### src/rtl/xdma_pkg.sv
package xdma_pkg;
  localparam int OFF_W = 4;
  localparam logic [OFF_W-1:0] OFF_SRC  = 4'h0;
  localparam logic [OFF_W-1:0] OFF_MASK = 4'h4;
  localparam logic [OFF_W-1:0] OFF_DEST = 4'h8;
  localparam logic [OFF_W-1:0] OFF_CTRL = 4'hC;
  localparam int BIT_START = 0;
  localparam int BIT_DONE  = 1;
  localparam int BIT_ERROR = 2;

  typedef enum logic [1:0] {
    ST_IDLE,
    ST_READ,
    ST_WRITE
  } xferState_t;

  // control-to-datapath strobes
  typedef struct packed {
    logic takeStart;  // leaving idle: capture operands, drop pending start
    logic latchRead;  // read data arrived: store XORed word
    logic setDone;
    logic setError;
  } xdmaStrobe_t;
endpackage

### src/rtl/xdma_datapath.sv
module xdma_datapath
  import xdma_pkg::*;
#(
  parameter int DATA_W = 32
) (
  input  logic              clk,
  input  logic              rstN,
  input  logic [OFF_W-1:0]  regAddr,
  input  logic [DATA_W/8-1:0] regByteEn,
  input  logic              regWrite,
  input  logic              regRead,
  input  logic [DATA_W-1:0] regWdata,
  output logic [DATA_W-1:0] regRdata,
  output logic              regErr,
  input  xdmaStrobe_t       strobe,
  input  logic              busy,
  input  logic              dmaWe,
  input  logic [DATA_W-1:0] dmaRdata,
  output logic [DATA_W-1:0] dmaAddr,
  output logic [DATA_W-1:0] dmaWdata,
  output logic              startPend,
  output logic              irq
);
  localparam int LANES = DATA_W / 8;

  logic [DATA_W-1:0] srcReg, maskReg, destReg;
  logic [DATA_W-1:0] xferSrc, xferMask, xferDest, resultReg;
  logic [DATA_W-1:0] xored;
  logic doneFlag, errorFlag;
  logic legal, wrOk, wrCtrl, startAccept;

  assign legal       = (regByteEn == '1) && (regAddr[1:0] == 2'b00);
  assign regErr      = (regWrite || regRead) && !legal;
  assign wrOk        = regWrite && legal;
  assign wrCtrl      = wrOk && (regAddr == OFF_CTRL);
  assign startAccept = wrCtrl && regWdata[BIT_START] && !busy && !startPend;

  // lane i carries the byte at address+i, most significant lane first
  for (genvar i = 0; i < LANES; i++) begin : g_lane
    localparam int HI = DATA_W - 1 - 8 * i;
    assign xored[HI -: 8] = dmaRdata[HI -: 8] ^ xferMask[HI -: 8];
  end

  always_ff @(posedge clk) begin
    if (!rstN) begin
      srcReg  <= '0;
      maskReg <= '0;
      destReg <= '0;
    end else if (wrOk) begin
      if (regAddr == OFF_SRC)  srcReg  <= regWdata;
      if (regAddr == OFF_MASK) maskReg <= regWdata;
      if (regAddr == OFF_DEST) destReg <= regWdata;
    end
  end

  always_ff @(posedge clk) begin
    if (!rstN) begin
      xferSrc   <= '0;
      xferMask  <= '0;
      xferDest  <= '0;
      resultReg <= '0;
    end else begin
      if (strobe.takeStart) begin
        xferSrc  <= srcReg;
        xferMask <= maskReg;
        xferDest <= destReg;
      end
      if (strobe.latchRead) resultReg <= xored;
    end
  end

  always_ff @(posedge clk) begin
    if (!rstN) begin
      startPend <= 1'b0;
      doneFlag  <= 1'b0;
      errorFlag <= 1'b0;
    end else begin
      if (strobe.takeStart) startPend <= 1'b0;
      else if (startAccept) startPend <= 1'b1;

      if (strobe.setDone) doneFlag <= 1'b1;
      else if (startAccept) doneFlag <= 1'b0;
      else if (wrCtrl && regWdata[BIT_DONE]) doneFlag <= 1'b0;

      if (strobe.setError) errorFlag <= 1'b1;
      else if (startAccept) errorFlag <= 1'b0;
      else if (wrCtrl && regWdata[BIT_ERROR]) errorFlag <= 1'b0;
    end
  end

  always_comb begin
    regRdata = '0;
    if (regRead && legal) begin
      unique case (regAddr)
        OFF_SRC:  regRdata = srcReg;
        OFF_MASK: regRdata = maskReg;
        OFF_DEST: regRdata = destReg;
        default: begin
          regRdata[BIT_START] = startPend || busy;
          regRdata[BIT_DONE]  = doneFlag;
          regRdata[BIT_ERROR] = errorFlag;
        end
      endcase
    end
  end

  assign dmaAddr  = dmaWe ? xferDest : xferSrc;
  assign dmaWdata = resultReg;
  assign irq      = doneFlag || errorFlag;

  // a rejected write leaves the programmed registers untouched
  assert_bad_write_no_change_R2: assert property (@(posedge clk) disable iff (!rstN)
    (regWrite && regErr) |=> ($stable(srcReg) && $stable(maskReg) && $stable(destReg)));

  // the interrupt only drops after a register write
  assert_irq_holds_R8: assert property (@(posedge clk) disable iff (!rstN)
    (irq && !regWrite) |=> irq);

  // an accepted start leaves both flags clear
  assert_start_clears_flags_R10: assert property (@(posedge clk) disable iff (!rstN)
    startAccept |=> !irq);
endmodule

### src/rtl/xdma_ctrl.sv
module xdma_ctrl
  import xdma_pkg::*;
(
  input  logic        clk,
  input  logic        rstN,
  input  logic        startPend,
  input  logic        dmaAck,
  input  logic        dmaErr,
  output logic        dmaReq,
  output logic        dmaWe,
  output logic        busy,
  output xdmaStrobe_t strobe
);
  xferState_t state, stateNext;

  always_comb begin
    stateNext = state;
    strobe    = '0;
    unique case (state)
      ST_IDLE: if (startPend) begin
        strobe.takeStart = 1'b1;
        stateNext = ST_READ;
      end
      ST_READ: if (dmaErr) begin
        strobe.setError = 1'b1;
        stateNext = ST_IDLE;
      end else if (dmaAck) begin
        strobe.latchRead = 1'b1;
        stateNext = ST_WRITE;
      end
      ST_WRITE: if (dmaErr) begin
        strobe.setError = 1'b1;
        stateNext = ST_IDLE;
      end else if (dmaAck) begin
        strobe.setDone = 1'b1;
        stateNext = ST_IDLE;
      end
      default: stateNext = ST_IDLE;
    endcase
  end

  always_ff @(posedge clk) begin
    if (!rstN) state <= ST_IDLE;
    else       state <= stateNext;
  end

  assign dmaReq = (state == ST_READ) || (state == ST_WRITE);
  assign dmaWe  = (state == ST_WRITE);
  assign busy   = (state != ST_IDLE);

  // a pending request keeps its direction until answered
  assert_req_held_R11: assert property (@(posedge clk) disable iff (!rstN)
    (dmaReq && !dmaAck && !dmaErr) |=> (dmaReq && $stable(dmaWe)));

  // a failed read is never followed by a write
  assert_no_write_after_read_err_R6: assert property (@(posedge clk) disable iff (!rstN)
    (dmaReq && !dmaWe && dmaErr) |=> !dmaReq);

  // at most one status outcome per cycle
  assert_single_outcome_R5: assert property (@(posedge clk) disable iff (!rstN)
    $onehot0({strobe.setDone, strobe.setError, strobe.latchRead}));
endmodule

### src/rtl/xor_dma_engine.sv
module xor_dma_engine
  import xdma_pkg::*;
#(
  parameter int DATA_W = 32
) (
  input  logic              clk,
  input  logic              rstN,
  input  logic [3:0]        regAddr,
  input  logic [3:0]        regByteEn,
  input  logic              regWrite,
  input  logic              regRead,
  input  logic [31:0]       regWdata,
  output logic [31:0]       regRdata,
  output logic              regErr,
  output logic              dmaReq,
  output logic              dmaWe,
  output logic [31:0]       dmaAddr,
  output logic [31:0]       dmaWdata,
  input  logic [31:0]       dmaRdata,
  input  logic              dmaAck,
  input  logic              dmaErr,
  output logic              irq
);
  xdmaStrobe_t strobe;
  logic busy, startPend;

  xdma_ctrl ctrl_i (
    .clk(clk), .rstN(rstN), .startPend(startPend),
    .dmaAck(dmaAck), .dmaErr(dmaErr),
    .dmaReq(dmaReq), .dmaWe(dmaWe), .busy(busy), .strobe(strobe)
  );

  xdma_datapath #(.DATA_W(DATA_W)) dp_i (
    .clk(clk), .rstN(rstN),
    .regAddr(regAddr), .regByteEn(regByteEn), .regWrite(regWrite), .regRead(regRead),
    .regWdata(regWdata), .regRdata(regRdata), .regErr(regErr),
    .strobe(strobe), .busy(busy), .dmaWe(dmaWe), .dmaRdata(dmaRdata),
    .dmaAddr(dmaAddr), .dmaWdata(dmaWdata), .startPend(startPend), .irq(irq)
  );

  // address and data hold while a request waits
  assert_addr_stable_R11: assert property (@(posedge clk) disable iff (!rstN)
    (dmaReq && !dmaAck && !dmaErr) |=> ($stable(dmaAddr) && $stable(dmaWdata)));
endmodule

### config.mk
export PLATFORM = sky130hd
export DESIGN_NAME = xor_dma_engine
export DESIGN_NICKNAME = d
export VERILOG_FILES = /design/src/rtl/xdma_pkg.sv /design/src/rtl/xdma_datapath.sv /design/src/rtl/xdma_ctrl.sv /design/src/rtl/xor_dma_engine.sv
export SDC_FILE = /design/constraint.sdc
export NUM_CORES = 1
export LEC_CHECK = 0
export ABC_AREA = 1
export BUFFER_PORTS_ARGS = -buffer_cell sky130_fd_sc_hd__clkbuf_2
export CORE_MARGIN = 3
export CORE_UTILIZATION = 40
export DETAILED_ROUTE_END_ITERATION = 10
export SYNTH_ARGS = -nofsm -noshare
export SYNTH_HDL_FRONTEND = slang
export SYNTH_SLANG_ARGS = --single-unit
### constraint.sdc
create_clock -name clk -period 1.44 [get_ports clk]
set_input_delay 0.072 -clock clk [delete_from_list [all_inputs] [get_ports clk]]
set_output_delay 0.072 -clock clk [all_outputs]
set_load 0.01 [all_outputs]
### After elaboration in Yosys (flattened, before gate mapping)

Index checks and enable logic that the tools add are counted.

* register bits after elaboration: 229
* word-level logic and storage cells: 78
* bits of input ports: 78
* bits in latches: 0
* output and inout bits: 100
* memory bits (writable): 0
* bits in read-only memories: 0
* memories kept: 0

* multipliers: 0
* equality and inequality tests: 9
* divide/modulo/power cells: 0
* add/subtract/negate cells: 0
* shift operators: 0
* mux-type cells: 24
* $lt $le $gt $ge: 0
* reduce and logical (&&, ||, !) cells: 29
* bitwise logic cells: 5

Operators by type and width (number)
* $pmux 29 s3: 1
* $mux 32: 2
* $xor 8x8->8: 4
* $mux 1: 14
* $eq 4x4->1 const B: 3
* $logic_and 1x1->1: 10
* $mux 2: 5
* $pmux 3 s3: 1
* $ne 3x3->1 const B: 2
* $pmux 2 s3: 1
* $reduce_and 2->1: 3
* $reduce_bool 3->1: 2
* $eq 4x3->1 const B: 1
* $logic_not 2->1: 2
* $logic_not 4->1: 1
* $logic_or 1x1->1: 4
* $reduce_or 2->1: 2
* $logic_not 1->1: 3
* $reduce_and 3->1: 1
* $eq 2x1->1 const B: 1
* $eq 2x2->1 const B: 1
* $ne 2x1->1 const B: 1
* $reduce_bool 2->1: 1
* $not 1->1: 1

### Depth between registers and ports, before layout

* depth after elaboration: 9
* mapped depth: 9

### Hierarchy

Synthesis repeated with hierarchy kept, for this count alone.

* cells, all modules: 1295
* area, all modules: 9763.1 sq um

Modules (own cells, without submodules)
* xdma_datapath: area an instance 9532.9 sq um, sequential area each 4544.4 sq um, instances 1, cells an instance 1263
* xdma_ctrl: area an instance 230.2 sq um, sequential area each 40.0 sq um, instances 1, cells an instance 32

### Least setup slack after synthesis

No wires, ideal clock.

* path kind: reg2reg
* from: register ctrl_i.state[0]
* to: register dp_i.xferDest[26]
* slack: -0.057 ns
* buffers on the path: 2
* data arrival time: 1.381 ns
* data required time: 1.324 ns
* cell stages (with the launch flop): 9
* cells stage by stage: dfxtp_1 > inv_1 > ha_1 > nand2_1 > clkinv_1 > clkbuf_1 > buf_2 > nor2_1 > nor2_1

* cells in the longest elaborated chain, start to end: 2

Ends and longest elaborated chain
* start, declared: line xdma_ctrl.sv:14 `xferState_t state, stateNext;`
* start signal, assigned: line xdma_ctrl.sv:44 `else state <= stateNext;`
* $logic_not 2->1: line xdma_ctrl.sv:19 `unique case (state)`
* $mux 1: line xdma_ctrl.sv:19
* end signal, assigned: line xdma_datapath.sv:66 `xferDest <= destReg;`
* end, declared: line xdma_datapath.sv:27 `logic [DATA_W-1:0] xferSrc, xferMask, xferDest, resultReg;`

Every way passes these cells.
A chain may end at the register's enable or synchronous reset.

### Final worst setup path

* from: register ctrl_i.state[1]
* to: output port dmaAddr[9]

* cells in the longest elaborated chain, start to end: 2

Ends and longest elaborated chain
* $eq 2x2->1: line xdma_ctrl.sv:48 `assign dmaWe = (state == ST_WRITE);`
* $mux 32: line xdma_datapath.sv:107 `assign dmaAddr = dmaWe ? xferDest : xferSrc;`
* end, declared: line xor_dma_engine.sv:17 `output logic [31:0] dmaAddr,`

Every way passes these cells.

==> metrics <==
outcome=finished with violations; failing checks=negative setup slack; utilization after layout=between 60 and 70%; GRT overflow=0; CTS tree=built; highest clock rate=553.1 MHz; die span in y=161.1 um; yosys warns=0; Crit path depth=7; CP startpoint kind=flop; Hold Path Class=in2reg; static leakage=6.083 nW; Max-Slew Margin vs Limit=69.20%; Core Footprint=around 0.024 mm^2; top cell type's share of synthesized area=a little under half; Worst-path clk slew=0.06 ns; worst-skew pair later-pin latency=0.54 ns; initial core utilization=40.86%; # rows=56; first-pass GRT wire length=50780 um; most frequent CP cell=nand2_2; vias in the first global route=between 9000 and 10000; Final Setup Violations=169; setup ws final=-0.3681 ns; number of synthesized register bits=229; GP Congestion=slightly above 0.8; synth unique cells=30; Internal=roughly 11 mW; placed cell count=between 1500 and 2000; syn_nets=1412; Slew Limit Fails=0; average vias per placed instance=5.199; initial antenna violation count=0; Power Dens Cells=a little over 900 mW/mm^2; CP max stage delay=0.33 ns; RSZ-0062 raised after global routing=true; Worst Path Required=1.37 ns; fin cells=between 1500 and 2000; die area=approximately 0.026 mm^2; Worst-Margin Slew=~0.46 ns; register area share after synthesis=47.66%; clock buffer count from CTS=26; net switching power=around 3.3 mW; Ports=approximately 180; Syn-to-layout area delta=58.08%; area leader, netlist=dfxtp_1; share of power burned in the clock network=between 40% and 50%; detailed placer's ending HPWL=21150 um; cells along the critical path=buf_6, ha_4, clkinv_8, clkbuf_16, nand2_2, nand2_2, clkbuf_2; Inserted Diodes=0; Seq pwr share=45.0%; antenna-violating nets left=0; layout cells sized above 1=40.40%; grt met1 use=about a third; switching share of power=23.53%; max-cap viol count=0; worst path bufs/invs=4; met2 global-route usage=38.48%; Sink Count=229; Syn Inst Count=1330; Clock Tree Buf Depth=3; Gate power share=8.3%; Remaining DRCs=0; H-tree depth=1; router iterations before antenna repair=7; vias after detailed routing=between 10000 and 15000; chip width=161.1 um; crit path time final=1.808 ns; synthesized area=0.009619 mm^2; port bufs=~180; R2R depth=10; largest net degree at the start of global routing=63; post-synthesis area per instance=7.233 um^2; post-route cell area=0.01521 mm^2; period utilization=125.6%; Setup WS pre-CTS=-0.1080 ns; Wirelength per Cell=18.63 um; IR Drop Worst-Case VDD=0.7378 mV; CP Capture Type=output port; Net count, final=1718; top post-synthesis cells by area=dfxtp_1 48%, nand2_1 14%, a21oi_1 9.3%; iteration-0 DRC count of the detailed router=945; Data arrival, critical path=about 1.7 ns; gr usage total=between 20% and 30%; DRT Wirelength=about 37000 um; worst-path fanout max=6; Slowest-stage cell, CP=dfxtp_2; GR met3 Demand/Resource=approximately 3.6%; setup total negative slack=-26.91 ns; CP Class=reg2out; hold path cells=6; Final Skew=0.02033 ns; family with the most delay on the worst path=buffers and inverters; Most Crowded Layer GR=met2; Root Driver=clkbuf_16; Final Hold Fails=0; DP Area=0.01129 mm^2
==> logic make-up after synthesis <==
group / after synthesis / synth area share [%]
AO/OA/AOI/OAI: 326 / 17.66
XOR/XNOR: 32 / 2.914
adder cells (fa/ha/maj): 4 / 0.5203
buffers and inverters: 180 / 7.700
flip-flops: 229 / 47.66
AND/OR/NAND/NOR: 559 / 23.54
==> stage by stage <==
stage	power [mW]	hold slack (ns)
finish	14.22	0.1421
global route	14.66	0.1786
CTS	14.11	0.1136
detailed placement	7.330	0.3438
global placement	7.327	0.3368
floorplan	6.907	0.2147
==> layer usage <==
layer / up-vias / share of wire, %
met1: 4826 / 44
met3: 70 / 7.5
met4: 0 / 2.6
li1: 4946 / -
met5: - / 0
met2: 427 / 46
==> cells in the mapped netlist, drive strengths merged <==
| library cell | count |
|---|---|
| nand3 | 66 |
| o21bai | 2 |
| a21oi | 179 |
| nor2 | 125 |
| xor2 | 32 |
| nand4 | 1 |
| a22oi | 1 |
| nor3 | 2 |
| o31ai | 1 |
| a31oi | 15 |
| inv | 85 |
| dfxtp | 229 |
| nand2 | 365 |
| clkinv | 3 |
| o221ai | 7 |
| o21ai | 111 |
| clkbuf | 56 |
| ha | 4 |
| buf | 36 |
| o22ai | 10 |
==> worst min-delay path, delay by kind of cell <==
kind | cells | cell delay, ns
AO/OA/AOI/OAI | 2 | 0.19
buffers and inverters | 2 | 0.17
AND/OR/NAND/NOR | 2 | 0.22
==> path summary, 6_finish.rpt <==
check / startpoint / endpoint / slack, ns
max reg2reg: ctrl_i.state[0]$_SDFFE_PN0P_ / dp_i.xferSrc[12]$_SDFFE_PN0P_ / -0.23
max: ctrl_i.state[1]$_SDFFE_PN0P_ / dmaAddr[9] / -0.37
min reg2reg: dp_i.maskReg[5]$_SDFFE_PN0P_ / dp_i.maskReg[5]$_SDFFE_PN0P_ / 0.46
min: regAddr[2] / dp_i.errorFlag$_SDFFE_PN0P_ / 0.14
==> layout make-up <==
cell class | count | area [um^2]
multi-input cells | 921 | 5458
flip-flops and latches | 229 | 4649
repair buffers | 369 | 3433
repair inverters | 1 | 16.27
well taps | 319 | 399.1
fillers | 1995 | 8337
clock buffers | 41 | 798.3
clock inverters | 7 | 65.06
inverters | 88 | 386.6
==> registers in the layout (all words and copies together) (netlist names), 2 cells and up <==
name,flops
ctrl_i.state,2
dp_i.destReg,32
dp_i.dmaWdata,32
dp_i.maskReg,32
dp_i.srcReg,32
dp_i.xferDest,32
dp_i.xferMask,32
dp_i.xferSrc,32
==> timing repair <==
action,4_1_cts,5_1_grt
gates resized for setup,140,462
cloned,2,17
setup buffers,9,26
endpoints found under the hold margin,135,0
pin swaps,23,55
endpoints found under the setup margin,104,184
hold buffers,68,0
==> power by group through the flow <==
stage | registers, mW | logic [mW] | clock network [mW]
5_1_grt | 6.40 | 1.26 | 6.99
3_5_place_dp | 6.54 | 0.794 | 0
6_report | 6.40 | 1.18 | 6.64
4_1_cts | 6.40 | 1.01 | 6.70
3_3_place_gp | 6.53 | 0.792 | 0
2_1_floorplan | 6.54 | 0.362 | 0
==> layout by cell type (no fill, tap or decap), drive strengths merged, types with 2 or more instances in the layout <==
cell type,count
a21oi,179
a31oi,15
buf,148
clkbuf,194
clkinv,8
clkinvlp,2
dfxtp,229
dlygate4sd3,68
ha,4
inv,85
nand2,365
nand3,66
nor2,125
nor3,2
o21ai,111
o21bai,2
o221ai,7
o22ai,10
xor2,32
Power figures use the tool's default switching activity.
